**src/rtl/lsom_pkg.sv**
```systemverilog
package lsom_pkg;

    localparam int unsigned LSOM_UNITS  = 4;
    localparam int unsigned LSOM_ADDR_W = 32;
    localparam int unsigned LSOM_CMP_W  = 12;

    // Control of one unit as seen by a matrix cell
    typedef struct packed {
        logic issue;
        logic retire;
    } slot_ctl_t;

    typedef enum logic [1:0] {
        CELL_HOLD  = 2'd0,
        CELL_LOAD  = 2'd1,
        CELL_CLEAR = 2'd2
    } cell_op_e;

    // Number of unordered unit pairs
    function automatic int unsigned pair_count(input int unsigned n);
        return (n * (n - 1)) / 2;
    endfunction

    // Packed position of pair (lo,hi), lo < hi, in the upper triangle
    function automatic int unsigned tri_index(input int unsigned n,
                                              input int unsigned lo,
                                              input int unsigned hi);
        return lo * n - (lo * (lo + 1)) / 2 + (hi - lo - 1);
    endfunction

    // Cell action: retire of either side beats issue, issue beats release
    function automatic cell_op_e cell_action(input slot_ctl_t row_c,
                                             input slot_ctl_t col_c,
                                             input logic differ);
        if (row_c.retire || col_c.retire) return CELL_CLEAR;
        if (row_c.issue)                  return CELL_LOAD;
        if (col_c.issue)                  return CELL_CLEAR;
        if (differ)                       return CELL_CLEAR;
        return CELL_HOLD;
    endfunction

endpackage

```
**src/rtl/lsom_unit_slot.sv**
```systemverilog
module lsom_unit_slot #(
    parameter int unsigned CW = 12
) (
    input  logic          clk,
    input  logic          rst,
    input  logic          issue,
    input  logic          retire,
    input  logic          agen_vld,
    input  logic [CW-1:0] agen_low,
    output logic          outstanding,
    output logic          known_eff,
    output logic [CW-1:0] addr_eff
);
    logic          out_q;
    logic          known_q;
    logic [CW-1:0] addr_q;

    always_ff @(posedge clk) begin
        if (rst) begin
            out_q   <= 1'b0;
            known_q <= 1'b0;
            addr_q  <= '0;
        end else begin
            if (retire)     out_q <= 1'b0;
            else if (issue) out_q <= 1'b1;

            if (retire || issue) begin
                known_q <= 1'b0;
            end else if (agen_vld) begin
                known_q <= 1'b1;
                addr_q  <= agen_low;
            end
        end
    end

    // A fresh address takes part in comparisons in its arrival cycle
    assign outstanding = out_q;
    assign known_eff   = (known_q | agen_vld) & ~issue & ~retire;
    assign addr_eff    = agen_vld ? agen_low : addr_q;

endmodule

```
**src/rtl/lsom_pair_cmp.sv**
```systemverilog
module lsom_pair_cmp #(
    parameter int unsigned CW = 12
) (
    input  logic          known_a,
    input  logic          known_b,
    input  logic [CW-1:0] addr_a,
    input  logic [CW-1:0] addr_b,
    output logic          differ
);
    // Equal low bits may alias: keep the dependency
    assign differ = known_a & known_b & (addr_a != addr_b);
endmodule

```
**src/rtl/lsom_dep_cell.sv**
```systemverilog
module lsom_dep_cell
    import lsom_pkg::*;
(
    input  logic      clk,
    input  logic      rst,
    input  slot_ctl_t row_ctl,
    input  slot_ctl_t col_ctl,
    input  logic      col_outstanding,
    input  logic      differ,
    output logic      dep
);
    cell_op_e op;
    logic     dep_q;

    always_comb op = cell_action(row_ctl, col_ctl, differ);

    always_ff @(posedge clk) begin
        if (rst) begin
            dep_q <= 1'b0;
        end else begin
            unique case (op)
                CELL_LOAD:  dep_q <= col_outstanding;
                CELL_CLEAR: dep_q <= 1'b0;
                default:    dep_q <= dep_q;
            endcase
        end
    end

    assign dep = dep_q;
endmodule

```
**src/rtl/lsu_order_matrix.sv**
```systemverilog
module lsu_order_matrix
    import lsom_pkg::*;
#(
    parameter int unsigned N  = LSOM_UNITS,
    parameter int unsigned AW = LSOM_ADDR_W,
    parameter int unsigned CW = LSOM_CMP_W
) (
    input  logic            clk,
    input  logic            rst,
    input  logic [N-1:0]    issue_vld,
    input  logic [N-1:0]    agen_vld,
    input  logic [N*AW-1:0] agen_addr,
    input  logic [N-1:0]    retire_vld,
    output logic [N-1:0]    proceed,
    output logic [N*N-1:0]  dep_matrix
);
    localparam int unsigned NPAIR = pair_count(N);

    slot_ctl_t        ctl [N];
    logic [N-1:0]     outstanding;
    logic [N-1:0]     known_eff;
    logic [CW-1:0]    addr_eff [N];
    logic [NPAIR-1:0] pair_differ;
    logic             addr_hi_unused;

    // Only the low CW bits take part in the comparison
    assign addr_hi_unused = ^agen_addr;

    for (genvar u = 0; u < N; u++) begin : g_slot
        assign ctl[u].issue  = issue_vld[u];
        assign ctl[u].retire = retire_vld[u];

        lsom_unit_slot #(.CW(CW)) i_slot (
            .clk         (clk),
            .rst         (rst),
            .issue       (issue_vld[u]),
            .retire      (retire_vld[u]),
            .agen_vld    (agen_vld[u]),
            .agen_low    (agen_addr[u*AW +: CW]),
            .outstanding (outstanding[u]),
            .known_eff   (known_eff[u]),
            .addr_eff    (addr_eff[u])
        );
    end

    // One comparator per unordered pair
    for (genvar a = 0; a < N; a++) begin : g_cmp_row
        for (genvar b = a + 1; b < N; b++) begin : g_cmp_col
            lsom_pair_cmp #(.CW(CW)) i_cmp (
                .known_a (known_eff[a]),
                .known_b (known_eff[b]),
                .addr_a  (addr_eff[a]),
                .addr_b  (addr_eff[b]),
                .differ  (pair_differ[tri_index(N, a, b)])
            );
        end
    end

    for (genvar i = 0; i < N; i++) begin : g_row
        for (genvar j = 0; j < N; j++) begin : g_col
            if (i == j) begin : g_diag
                assign dep_matrix[i*N+j] = 1'b0;
            end else begin : g_cell
                localparam int unsigned LO = (i < j) ? i : j;
                localparam int unsigned HI = (i < j) ? j : i;
                lsom_dep_cell i_cell (
                    .clk             (clk),
                    .rst             (rst),
                    .row_ctl         (ctl[i]),
                    .col_ctl         (ctl[j]),
                    .col_outstanding (outstanding[j]),
                    .differ          (pair_differ[tri_index(N, LO, HI)]),
                    .dep             (dep_matrix[i*N+j])
                );
            end
        end
        assign proceed[i] = ~|dep_matrix[i*N +: N];
    end

endmodule

```
**config.mk**
```make
export PLATFORM = sky130hd
export DESIGN_NAME = lsu_order_matrix
export DESIGN_NICKNAME = d
export VERILOG_FILES = /design/src/rtl/lsom_pkg.sv /design/src/rtl/lsom_unit_slot.sv /design/src/rtl/lsom_pair_cmp.sv /design/src/rtl/lsom_dep_cell.sv /design/src/rtl/lsu_order_matrix.sv
export SDC_FILE = /design/constraint.sdc
export NUM_CORES = 1
export LEC_CHECK = 0
export BUFFER_PORTS_ARGS = -buffer_cell sky130_fd_sc_hd__buf_2
export CORE_MARGIN = 2
export CORE_UTILIZATION = 40
export DETAILED_ROUTE_END_ITERATION = 12
export PLACE_DENSITY = 0.67
export SLEW_MARGIN = 0
export SYNTH_ARGS = -nofsm -noshare
export SYNTH_HDL_FRONTEND = slang
export SYNTH_SLANG_ARGS = --single-unit
export TNS_END_PERCENT = 30
```
**constraint.sdc**
```tcl
create_clock -name clk -period 4.05 [get_ports clk]
set_input_delay 0.6075 -clock clk [delete_from_list [all_inputs] [get_ports clk]]
set_output_delay 0.6075 -clock clk [all_outputs]
set_load 0.02 [all_outputs]
```
== After elaboration in Yosys (flattened, before gate mapping) ==
Index checks and enable logic that the tools add are counted.

* Bits in registers: 68
* Input bits: 142
* Word-level logic and storage cells: 318
* Output and inout port bits: 20

* Bitwise gates (word level): 32
* Equal/unequal tests: 30
* Reductions and logical operators: 38
* Multiplexer cells: 194

{| class="wikitable"
|+ Operators by type and width
! operator !! count
|-
| two-way mux 2 bit || 90
|-
| two-way mux 1 bit || 88
|-
| != test 12 bit || 6
|-
| two-way mux 12 bit || 4
|-
| == test 2 x 1 -> 1 bit, second input constant || 12
|-
| == test 2 bit, second input constant || 12
|-
| case mux 1 bit (2 select lines) || 12
|-
| nonzero test 2 bit || 12
|-
| AND 1 bit || 20
|-
| OR reduction 2 bit || 8
|-
| OR reduction 3 bit || 4
|-
| logical OR 1 bit || 10
|-
| inverter 1 bit || 8
|-
| logical NOT 1 bit || 4
|-
| OR 1 bit || 4
|}

== Longest topological paths before layout ==
Gate-level depths: netlist of run 1.

* Word-level depth: 15
* Mapped depth: 11
* Depth with buffers taken out: 9

== By module ==
From an unflattened synthesis of run 1, not the netlist that was laid out.

* Cell total of the unflattened synthesis: 507
* Area total of the unflattened synthesis: 4680.7 um^2

{| class="wikitable"
|+ By module, submodules not included
! module !! cells an instance !! area an instance (um^2) !! times used !! sequential area each (um^2)
|-
| lsom_unit_slot || 72 || 752.0 || 4 || 280.3
|-
| lsom_pair_cmp || 17 || 133.9 || 6 || 0.0
|-
| lsom_dep_cell || 9 || 66.3 || 12 || 20.0
|-
| lsu_order_matrix || 9 || 73.8 || 1 || 0.0
|}

== Worst setup path after synthesis of run 1 ==
Ideal clock, no wire load.

* Kind: input to register
* Start point: in agen_vld[2]
* End point: reg g_row[2].g_col[3].g_cell.i_cell.dep_q
* Required time: 3.985 ns
* Arrival: 2.472 ns
* Path buffers: 2
* Library setup time: 0.065 ns
* Stages on the path: 11
* Slack: 1.513 ns
* Cells stage by stage: buf_6 -> buf_12 -> mux2i_1 -> xor2_1 -> nor4_1 -> nand2_1 -> o31a_1 -> ha_1 -> nor3b_1 -> a21oi_1 -> nor2_1

* Word-level cells in the longest chain between the ends: 15
* Elaborated cells between the ends (all ways): 20
* Classes of those cells: 3 x eq/ne; 11 x mux; 5 x bitwise; 1 x reduce/logical

{| class="wikitable"
|+ Ends and longest elaborated chain
! element !! RTL line !! text
|-
| start, declared || lsu_order_matrix.sv:11 || <nowiki>input logic [N-1:0] agen_vld,</nowiki>
|-
| OR 1 bit || lsom_unit_slot.sv:38 || <nowiki>assign known_eff = (known_q | agen_vld) & ~issue & ~retire;</nowiki>
|-
| AND 1 bit (2 in a row) || lsom_unit_slot.sv:38 ||
|-
| AND 1 bit || lsom_pair_cmp.sv:11 || <nowiki>assign differ = known_a & known_b & (addr_a != addr_b);</nowiki>
|-
| AND 1 bit (*) || lsom_pair_cmp.sv:11 ||
|-
| two-way mux 1 bit (2 in a row) || lsom_pkg.sv:38 || <nowiki>if (differ) return CELL_CLEAR;</nowiki>
|-
| two-way mux 1 bit || lsom_pkg.sv:37 || <nowiki>if (col_c.issue) return CELL_CLEAR;</nowiki>
|-
| two-way mux 1 bit || lsom_pkg.sv:36 || <nowiki>if (row_c.issue) return CELL_LOAD;</nowiki>
|-
| two-way mux 2 bit (*) || lsom_pkg.sv:39 || <nowiki>return CELL_HOLD;</nowiki>
|-
| two-way mux 2 bit (*) || lsom_pkg.sv:38 ||
|-
| two-way mux 2 bit (*) || lsom_pkg.sv:37 ||
|-
| two-way mux 2 bit (*) || lsom_pkg.sv:36 ||
|-
| == test 2 bit or == test 2 x 1 -> 1 bit (tied branches) || lsom_dep_cell.sv:21 || <nowiki>unique case (op)</nowiki>
|-
| case mux 1 bit (2 select lines) or nonzero test 2 bit (tied branches) || -- ||
|-
| end signal, assigned || lsom_dep_cell.sv:22 || <nowiki>CELL_LOAD: dep_q <= col_outstanding;</nowiki>
|-
| end signal, assigned || lsom_dep_cell.sv:24 || <nowiki>default: dep_q <= dep_q;</nowiki>
|-
| end, declared || lsom_dep_cell.sv:13 || <nowiki>logic dep_q;</nowiki>
|}

Mark *: on every way between the ends. The rest lies on a longest branch, timed or not. The select of a mux whose other input is x is not followed.
A chain may end at the register's enable or synchronous reset.

== Final worst setup path of run 1 ==
* Start point: in agen_vld[1]
* End point: reg g_row[2].g_col[1].g_cell.i_cell.dep_q

* Word-level cells in the longest chain between the ends: 15
* Elaborated cells between the ends (all ways): 20
* Classes of those cells: 3 x eq/ne; 11 x mux; 5 x bitwise; 1 x reduce/logical

{| class="wikitable"
|+ Ends and longest elaborated chain
! element !! RTL line
|-
| OR 1 bit || lsom_unit_slot.sv:38
|-
| AND 1 bit (2 in a row) || lsom_unit_slot.sv:38
|-
| AND 1 bit || lsom_pair_cmp.sv:11
|-
| AND 1 bit (*) || lsom_pair_cmp.sv:11
|-
| two-way mux 1 bit (2 in a row) || lsom_pkg.sv:38
|-
| two-way mux 1 bit || lsom_pkg.sv:37
|-
| two-way mux 1 bit || lsom_pkg.sv:36
|-
| two-way mux 2 bit (*) || lsom_pkg.sv:39
|-
| two-way mux 2 bit (*) || lsom_pkg.sv:38
|-
| two-way mux 2 bit (*) || lsom_pkg.sv:37
|-
| two-way mux 2 bit (*) || lsom_pkg.sv:36
|-
| == test 2 bit or == test 2 x 1 -> 1 bit (tied branches) || lsom_dep_cell.sv:21
|-
| case mux 1 bit (2 select lines) or nonzero test 2 bit (tied branches) || --
|-
| end signal, assigned || lsom_dep_cell.sv:22
|-
| end signal, assigned || lsom_dep_cell.sv:24
|-
| end, declared || lsom_dep_cell.sv:13
|}

Marks and branches as above.

==> metrics, run 1 <==
status finished, final reports clean; met3 Use GR 0.0409; CTS max path bufs 2; period utilisation layout 0.701; max-cap violations 0; RSZ-0062 raised after global routing no; Post-CTS Setup Bufs 0; ys flop type dfxtp_1; Seq/Total Area, Yosys 0.305; VDD IR-drop max 136 uV; die area about 0.012 mm2; Tot GR Track Use 0.187; Avg Inst Size Synth between 9 and 10 um2; final-report setup violation count 0; CTS tree built; TritonCTS Sinks 68; dpl ws approximately 0.86 ns; Vias 3,603; Worst setup EP type register; largest net degree at the start of global routing 47; Pint about 0.0012 W; Final WS setup 1.21 ns; die extent in x 110 um; gr busiest metal met2; antenna-violating nets left 0; Die Height 110 um; port bufs a little under 80; RD Place Congestion between 0.8 and 0.9; met2 usage 0.291; synth top area cells dfxtp_1 30%, mux2i_1 16%, xor2_1 8.8%; Synth Area in XOR/XNOR 0.141; I/O Pins ~160; Power Dens Cells around 340 mW/mm2; crit-path cells buf_2, mux2i_1, xor2_1, nor4_1, nand2_1, o31a_1, ha_1, nor3b_1, a21oi_1, nor2_1; cell taking the most area after synthesis dfxtp_1; vias per inst 5.25; flip-flop and latch area between 0.001 and 0.0015 mm2; Netlist cell types 32; Synth Cell Area 0.00447 mm2; vias in the first global route 3,461; Worst setup SP type primary input; worst hold path class reg2reg; Logic pwr share 0.216; drt initial violations approximately 170; YS warnings 0; CTS Buf Count 9; later-pin clock latency in the skew report 0.36 ns; drt total wl around 11,000 um; mux cell area share after synthesis 0.200; M1 GR Usage 0.246; static leakage between 1.5 and 2 nW; Adder-Cell Fraction of Synth Area 0.0336; area of the multi-input gates 0.00281 mm2; Core Region 0.0109 mm2; Post-synth ARST share 0; max-slew violation count 0; Commonest cells post-synth 83 x nor2_1, 73 x mux2i_1, 68 x dfxtp_1, 45 x xor2_1, 27 x xnor2_1; Post-synth EDFFs 0; Remaining DRCs 0; Synth top area share 0.305; final setup skew between 0.009 and 0.01 ns; # hold bufs at CTS 0; CP max stage delay 0.51 ns; number of fill cells in the layout about 1.1k; share of layout cells above drive strength 1 0.200; detailed placement HPWL around 8400 um; delay-heaviest family, CP simple AND/OR/NAND/NOR gates; CP Class in2reg; Seq cells post-synth 68; Initial Util 0.410; drt pass-1 iters 4; crit path time final between 2 and 3 ns; Synth Area in Compound Gates 0.0890; Total Nets Final 695; CP max stage cell mux2i_1; worst slew pin tran roughly 0.6 ns; post-synthesis cell count slightly below 500; Fin Setup TNS 0 ns; n_diodes 0; Flop pwr share 0.418; final hold violations 0; drt wl/cell around 16 um; num rows 38; Slew HR 0.600; residual overflow from global routing 0; root buf cell clkbuf_8; sw frac 0.297; critical path fanouts, max 15; sw power just over 0.0005 W; most numerous cell in the Yosys netlist nor2_1; # resized after CTS 0; achievable frequency 352 MHz; global-route wire length before repair 17,000 um; htree depth 3; initial antenna violation count 0; main combinational cell family by area after synthesis multiplexers; Clk pwr share 0.366; Worst EP required between 4 and 5 ns; Buf+Inv Stages, Crit Path 1; WP data arrival about 3.1 ns; area added between synthesis and finish 10.8%; Post-Synth Simple-Gate Area 0.160; Worst-path clk slew around 0.080 ns
## per-layer routing
| metal | wire length (um) | vias to the layer above |
|---|---|---|
| met3 | 517 | 23 |
| met1 | 5100 | 1686 |
| met5 | 0 | - |
| met4 | 303 | 0 |
| met2 | 4840 | 95 |
| li1 | - | 1799 |
## power groups by stage
stage	Sequential (W)	Clock [W]	Combinational, W
5_1_grt	0.000710	0.000659	0.000399
6_report	0.000707	0.000619	0.000364
2_1_floorplan	0.000719	0	0.000281
3_5_place_dp	0.000723	0	0.000362
3_3_place_gp	0.000721	0	0.000349
4_1_cts	0.000707	0.000631	0.000363
## metrics by stage
| stage | total power (W) | util | instance area (um2) | cells | hold WS [ns] |
|---|---|---|---|---|---|
| floorplan | 0.00100 | - | 4480 | 495 | 0.460 |
| global placement | 0.00107 | 0.435 | 4740 | 670 | 0.472 |
| detailed placement | 0.00108 | 0.435 | 4740 | 670 | 0.482 |
| CTS | 0.00170 | 0.455 | 4950 | 686 | 0.495 |
| global route | 0.00177 | 0.455 | 4950 | 686 | 0.514 |
| finish | 0.00169 | 0.455 | 4950 | 686 | 0.496 |
## tightest hold or removal path: stages (launching register included)
cell	delay, ns
dfxtp_1	0.33
mux2i_1	0.06
nor2_1	0.07
## flip-flops by register name, indices dropped and copies added, names as in the netlist
signal	flops
g_row.g_col.g_cell.i_cell.dep	12
g_slot.i_slot.addr_q	48
g_slot.i_slot.outstanding	4
g_slot.i_slot.known_q	4
## logic make-up after synthesis
| group | after synthesis |
|---|---|
| xor+xnor | 72 |
| simple gates | 151 |
| fa+ha+maj | 12 |
| buf+inv | 43 |
| mux | 85 |
| flops | 68 |
| other cells | 1 |
| compound gates | 60 |
## cell type report
class                      instances  share of cell area
multi-input combinational        384               0.567
sequential                        68               0.275
timing repair buffer              78              0.0794
tap                              140              0.0354
clock buffer                       9              0.0250
clock inverter                     7              0.0184
## cells in the final DEF (no fill, tap or decap), types with 4 or more instances in the layout
| cell type | instances |
|---|---|
| o21a_1 | 4 |
| conb_1 | 4 |
| buf_2 | 77 |
| clkbuf_8 | 9 |
| a21oi_1 | 18 |
| dfxtp_1 | 68 |
| xnor2_1 | 27 |
| and2_1 | 4 |
| nand2_1 | 10 |
| nor3_1 | 14 |
| nor2_1 | 83 |
| nand4_1 | 6 |
| o31a_1 | 6 |
| xor2_1 | 45 |
| a32oi_1 | 6 |
| o21bai_1 | 6 |
| nor3b_1 | 12 |
| ha_1 | 12 |
| mux2i_2 | 12 |
| mux2i_1 | 73 |
| nor4_1 | 11 |
| o21ai_0 | 9 |
| a211oi_1 | 11 |
## final timing paths
path	slack, ns	to	cells after the start	startpoint
hold reg to reg	0.50	g_slot[0].i_slot.addr_q[0]$_SDFFE_PP0N_	2	g_slot[0].i_slot.addr_q[0]$_SDFFE_PP0N_
setup reg to reg	1.64	g_row[2].g_col[1].g_cell.i_cell.dep$_SDFFE_PP0P_	9	g_slot[1].i_slot.addr_q[5]$_SDFFE_PP0N_
setup / recovery	1.21	g_row[2].g_col[1].g_cell.i_cell.dep$_SDFFE_PP0P_	10	agen_vld[1]
hold / removal	0.50	g_slot[0].i_slot.addr_q[0]$_SDFFE_PP0N_	2	g_slot[0].i_slot.addr_q[0]$_SDFFE_PP0N_
(Power assumes the default switching activity.)
==> run 2: changes to the inputs <==
- clock period: 4.05 -> 2.85 ns (I/O delays scaled with it)
==> run 2 against run 1 <==
Against the previous run: sequential cell count is the same; register-to-register slack worse by 1.2 ns; worst hold slack worse by 0.16 ns; count of clock-buffer cells in the layout increased by 2; worst setup slack got worse by 0.91 ns; non-clock buffer count is 40 higher; via count increased by 2.6%; die area unchanged; sequential share of layout area fell by 1.5 points; combinational power grew 57%; wire length grew 1.4%; clock skew is 0.0023 ns lower.
==> metrics, run 2 (same netlist as run 1, synthesis figures left out) <==
Final Cell Area 0.00524 mm2 (+5.8%); achievable frequency between 300 and 400 MHz; CP max stage delay 0.52 ns (about the same); worst hold path class in2reg; TritonCTS Sinks 68 (unchanged); Finished Core Util 0.481 (+0.0265); drt initial violations 174 (+4.2%); Flop pwr share 0.425 (+0.007); Worst EP required 3.13 ns (-1.21 ns); Worst setup SP type primary input; # resized after CTS 0 (unchanged); final-report setup violation count 0 (unchanged); Largest register FFs 48 (unchanged); CP Class in2reg; CTS max path bufs 2 (unchanged); # hold bufs at CTS 0 (unchanged); placed cell area 0.00505 mm2 (+6.6%); share of layout cells above drive strength 1 0.251 (+0.0516); Pint 0.00167 W (+41%); fin cells 725 (+5.7%); most frequent cells in the layout 83 x nor2_1, 77 x buf_2, 73 x mux2i_1, 68 x dfxtp_1, 45 x xor2_1; Die Height 110 um (unchanged); RD Place Congestion 0.885 (+3.7%); WHS Path Cells 3 (+1); detailed placement HPWL 8570 um (+2.6%); status finished, final reports clean; largest net degree at the start of global routing 69 (+47%); sw frac 0.295 (-0.00253); CTS Buf Count 9 (unchanged); VDD IR-drop max 215 uV (+58%); Initial Util 0.410 (unchanged); number of fill cells in the layout 1,032 (-2.5%); max-cap violations 0 (unchanged); die extent in x 110 um (unchanged); Remaining DRCs 0 (unchanged); Post-CTS Setup Bufs 0 (unchanged); area added between synthesis and finish 17.2%; most common cell after layout, fill and taps aside nor2_1; antenna-violating nets left 0 (unchanged); Top reg by flops g_slot.i_slot.addr_q; worst slew pin tran 0.707 ns (+0.107 ns); Tot GR Track Use 0.187 (about the same); Logic pwr share 0.242 (+0.026); PnR Total Power 0.00237 W (+40%); htree depth 3 (unchanged); Power Dens Cells 452 mW/mm2 (+32%); Fin Setup TNS 0 ns (unchanged); Clk pwr share 0.333 (-0.033); final hold violations 0 (unchanged); RSZ-0062 raised after global routing no; Core Region 0.0109 mm2 (unchanged); Slew HR 0.529 (-0.0714); I/O Pins 162 (unchanged); residual overflow from global routing 0 (unchanged); CP max stage cell mux2i_1; Vias 3,695 (+2.6%); static leakage 2.09 nW (+8.9%); vias per inst 5.10 (-3.0%); Total Nets Final 735 (+5.8%); Worst setup EP type register; Worst-path clk slew 0.08 ns (about the same); CTS tree built; later-pin clock latency in the skew report 0.34 ns (-0.02 ns); Cells after DPL 710 (+6.0%); period utilisation layout 0.893; die area 0.0120 mm2 (unchanged); critical path fanouts, max 8 (-7); crit path time final approximately 2.5 ns; drt total wl 10,900 um (+1.4%); final setup skew 0.00703 ns (-0.00227 ns); n_diodes 0 (unchanged); port bufs 77 (unchanged); sw power 0.000698 W (+39%); vias in the first global route 3,536 (+2.2%); crit-path cells buf_2, mux2i_1, xor2_1, nor4_1, nand2_1, o31a_1, ha_1, nor3b_1, a21oi_1, nor2_1; global-route wire length before repair 17,300 um (+1.4%); WP data arrival 2.83 ns (-0.30 ns); root buf cell clkbuf_8; drt wl/cell 15.1 um (-4.0%); num rows 38 (unchanged); drt pass-1 iters 4 (unchanged); max-slew violation count 0 (unchanged); initial antenna violation count 0 (unchanged); Register-to-Register Path Depth 9 (unchanged)
-- run 2: per-stage QoR --
step	hold WS [ns]	worst slack, ns
final	0.335	0.305
after global routing	0.337	0.0857
after CTS	0.321	0.338
after detailed placement	0.480	-0.0300
after global placement	0.472	0.0433
after floorplan	0.460	0.493
-- run 2: worst paths after layout --
check                                          start                                               end  slack (ns)
max reg2reg  g_slot[2].i_slot.addr_q[5]$_SDFFE_PP0N_  g_row[2].g_col[1].g_cell.i_cell.dep$_SDFFE_PP0P_        0.43
min                                    agen_addr[96]           g_slot[3].i_slot.addr_q[0]$_SDFFE_PP0N_        0.33
max                                      agen_vld[2]  g_row[2].g_col[1].g_cell.i_cell.dep$_SDFFE_PP0P_        0.30
min reg2reg  g_slot[3].i_slot.addr_q[4]$_SDFFE_PP0N_           g_slot[3].i_slot.addr_q[4]$_SDFFE_PP0N_        0.49
-- run 2: critical path, delay by kind of cell --
| family | cells | cell delay (ns) |
|---|---|---|
| mux | 1 | 0.52 |
| simple gates | 4 | 0.82 |
| compound gates | 2 | 0.38 |
| fa+ha+maj | 1 | 0.29 |
| buf+inv | 1 | 0.24 |
| xor+xnor | 1 | 0.13 |
-- run 2: layout make-up --
type	count	area (um2)	area share
multi-input cells	384	2810	0.536
well taps	140	175	0.0334
clock buffers	11	141	0.0270
repair buffers	118	706	0.135
clock inverters	4	50.0	0.00955
flip-flops and latches	68	1360	0.260
-- run 2: layer usage --
layer  GRT usage  wire length [um]  vias up
li1            -                 -     1876
met1       0.258              5290     1710
met2       0.288              4940       93
met3      0.0308               486       16
met4      0.0796               202        0
met5           0                 0        -
-- run 2: power groups by stage --
stage / Combinational [W] / Sequential (W) / Clock (W)
finish: 0.000573 / 0.00101 / 0.000789
CTS: 0.000574 / 0.00101 / 0.000808
global placement: 0.000556 / 0.00103 / 0
detailed placement: 0.000570 / 0.00103 / 0
global route: 0.000628 / 0.00101 / 0.000831
floorplan: 0.000399 / 0.00102 / 0
==> run 3: changes to the inputs <==
- CORE_ASPECT_RATIO: unset -> 0.6
- CTS_BUF_LIST: unset -> sky130_fd_sc_hd__clkbuf_4 sky130_fd_sc_hd__clkbuf_8 sky130_fd_sc_hd__clkbuf_16
==> run 3 against run 2 <==
Against the previous run: worst setup slack worse by 0.0060 ns; critical path type unchanged; core utilization up 3.0 points; critical path depth unchanged; first-iteration DRC count up 19%; via count up 4.8%; clock power up 74%; cell area up 4.9%; non-clock buffer count up 8; highest routed layer unchanged; combinational power up 5.8%; power up 26%; global-route usage up 2.2 points.
==> metrics, run 3 (same netlist as run 1, synthesis figures left out) <==
Remaining DRCs 0 (unchanged); Logic pwr share 0.203 (-0.039); Post-CTS Setup Bufs 0 (unchanged); dpl ws 0.0409 ns (+0.0709 ns); final setup skew 0.00689 ns (-0.000141 ns); # resized after CTS 0 (unchanged); status finished, final reports clean; Worst-path clk slew 0.06 ns (-0.02 ns); RR Endpoint g_row[3].g_col[2].g_cell.i_cell.dep$_SDFFE_PP0P_; I/O Pins 162 (unchanged); n_diodes 0 (unchanged); max-cap violations 0 (unchanged); htree depth 3 (unchanged); WHS Path Cells 3 (unchanged); Fin Setup TNS 0 ns (unchanged); Die Height 85.9 um (-22%); CTS max path bufs 2 (unchanged); Initial Util 0.416 (+0.00564); RSZ-0062 raised after global routing no; Register-to-Register Path Depth 10 (+1); crit-path cells buf_2, mux2i_1, xor2_1, nor4_1, nand2_1, o31a_1, ha_1, nor3b_1, a21oi_1, nor2_1; r2r startpoint g_slot[2].i_slot.addr_q[11]$_SDFFE_PP0N_; drt total wl 12,300 um (+13%); largest net degree at the start of global routing 37 (-46%); vias in the first global route 3,771 (+6.6%); Worst EP required 3.12 ns (about the same); initial antenna violation count 0 (unchanged); fin cells 733 (+1.1%); Final WS setup 0.299 ns (-0.00603 ns); CP max stage cell mux2i_1; achievable frequency 392 MHz (-0.24%); drt initial violations 207 (+19%); Slew HR 0.501 (-0.0273); CTS Buf Count 9 (unchanged); CP max stage delay 0.47 ns (-0.05 ns); later-pin clock latency in the skew report 0.34 ns (about the same); antenna-violating nets left 0 (unchanged); Final Cell Area 0.00550 mm2 (+4.9%); die extent in x 140 um (+28%); VDD IR-drop max 307 uV (+43%); worst hold path class in2reg; most common cell after layout, fill and taps aside nor2_1; met3 Use GR 0.0503 (+0.0194); Tot GR Track Use 0.209 (+0.0218); Total Nets Final 743 (+1.1%); Cells after DPL 717 (+0.99%); sw frac 0.261 (-0.0338); detailed placement HPWL 9700 um (+13%); WP data arrival 2.83 ns (about the same); TritonCTS Sinks 68 (unchanged); hold path startpoint agen_addr[69]; M1 GR Usage 0.320 (+0.0614); crit path time final 2.55 ns (+0.00603 ns); worst slew pin tran 0.748 ns (+0.0409 ns); period utilisation layout 0.895 (+0.00212); Vias 3,874 (+4.8%); Core Region 0.0107 mm2 (-1.4%); sw power 0.000779 W (+12%); Top reg by flops g_slot.i_slot.addr_q; num rows 29 (-24%); gr busiest metal met1; CTS tree built; drt wl/cell 16.8 um (+12%); CP Class in2reg; residual overflow from global routing 0 (unchanged); final-report setup violation count 0 (unchanged); RD Place Congestion 0.866 (-2.1%); Power Dens Cells 543 mW/mm2 (+20%); port bufs 77 (unchanged); Finished Core Util 0.512 (+0.0305); drt pass-1 iters 5 (+1); reg-to-reg slack, setup 0.54 ns (+0.11 ns); max-slew violation count 0 (unchanged); critical path fanouts, max 15 (+7); met2 usage 0.294 (+0.00575); vias per inst 5.29 (+3.7%); Flop pwr share 0.338 (-0.087); # hold bufs at CTS 0 (unchanged); share of layout cells above drive strength 1 0.264 (+0.0130); Worst setup EP type register; Pint 0.00220 W (+32%); Hold EP g_slot[2].i_slot.addr_q[5]$_SDFFE_PP0N_; die area 0.0121 mm2 (+0.22%); Worst setup SP type primary input; final hold violations 0 (unchanged); static leakage 2.22 nW (+6.4%); most frequent cells in the layout 83 x nor2_1, 77 x buf_2, 73 x mux2i_1, 68 x dfxtp_1, 46 x buf_4; Largest register FFs 48 (unchanged); placed cell area 0.00513 mm2 (+1.7%); area added between synthesis and finish 23.0%; global-route wire length before repair 19,400 um (+13%); root buf cell clkbuf_16; Clk pwr share 0.459 (+0.126)
## run 3: layout make-up
type                            instances  area [um2]
Multi-Input combinational cell        384        2810
Timing Repair Buffer                  126         791
Clock inverter                          7         139
Clock buffer                            9         225
Fill cell                            1007        5240
Sequential cell                        68        1360
Tap cell                              139         174
## run 3: routing by layer
layer	up-vias	wire (um)
met5	-	0
met3	16	896
li1	1893	-
met2	124	4780
met1	1841	6520
met4	0	128
## run 3: through the flow
step / hold slack [ns] / total power (W)
6_report: 0.345 / 0.00298
5_1_grt: 0.354 / 0.00311
4_1_cts: 0.341 / 0.00300
3_5_place_dp: 0.481 / 0.00162
3_3_place_gp: 0.472 / 0.00160
2_1_floorplan: 0.460 / 0.00142
## run 3: worst max-delay path by stage
stage,start,to,slack (ns),cells after the start
floorplan,agen_vld[2],g_row[2].g_col[3].g_cell.i_cell.dep$_SDFFE_PP0P_,0.49,11
global placement,agen_vld[1],g_row[2].g_col[1].g_cell.i_cell.dep$_SDFFE_PP0P_,0.11,10
detailed placement,agen_vld[1],g_row[2].g_col[1].g_cell.i_cell.dep$_SDFFE_PP0P_,0.04,10
CTS,agen_vld[1],g_row[2].g_col[1].g_cell.i_cell.dep$_SDFFE_PP0P_,0.37,10
global route,agen_vld[1],g_row[2].g_col[1].g_cell.i_cell.dep$_SDFFE_PP0P_,0.16,10
finish,agen_vld[1],g_row[2].g_col[1].g_cell.i_cell.dep$_SDFFE_PP0P_,0.30,10
## run 3: power groups by stage
stage / registers, W / clock network (W) / logic [W]
6_report: 0.00101 / 0.00137 / 0.000606
5_1_grt: 0.00101 / 0.00144 / 0.000656
4_1_cts: 0.00101 / 0.00139 / 0.000600
3_5_place_dp: 0.00103 / 0 / 0.000596
3_3_place_gp: 0.00103 / 0 / 0.000575
2_1_floorplan: 0.00102 / 0 / 0.000399
## run 3: critical path, delay by kind of cell
family / cells / cell delay, ns
buf+inv: 1 / 0.35
compound gates: 2 / 0.38
mux: 1 / 0.47
simple gates: 4 / 0.77
xor+xnor: 1 / 0.12
fa+ha+maj: 1 / 0.29
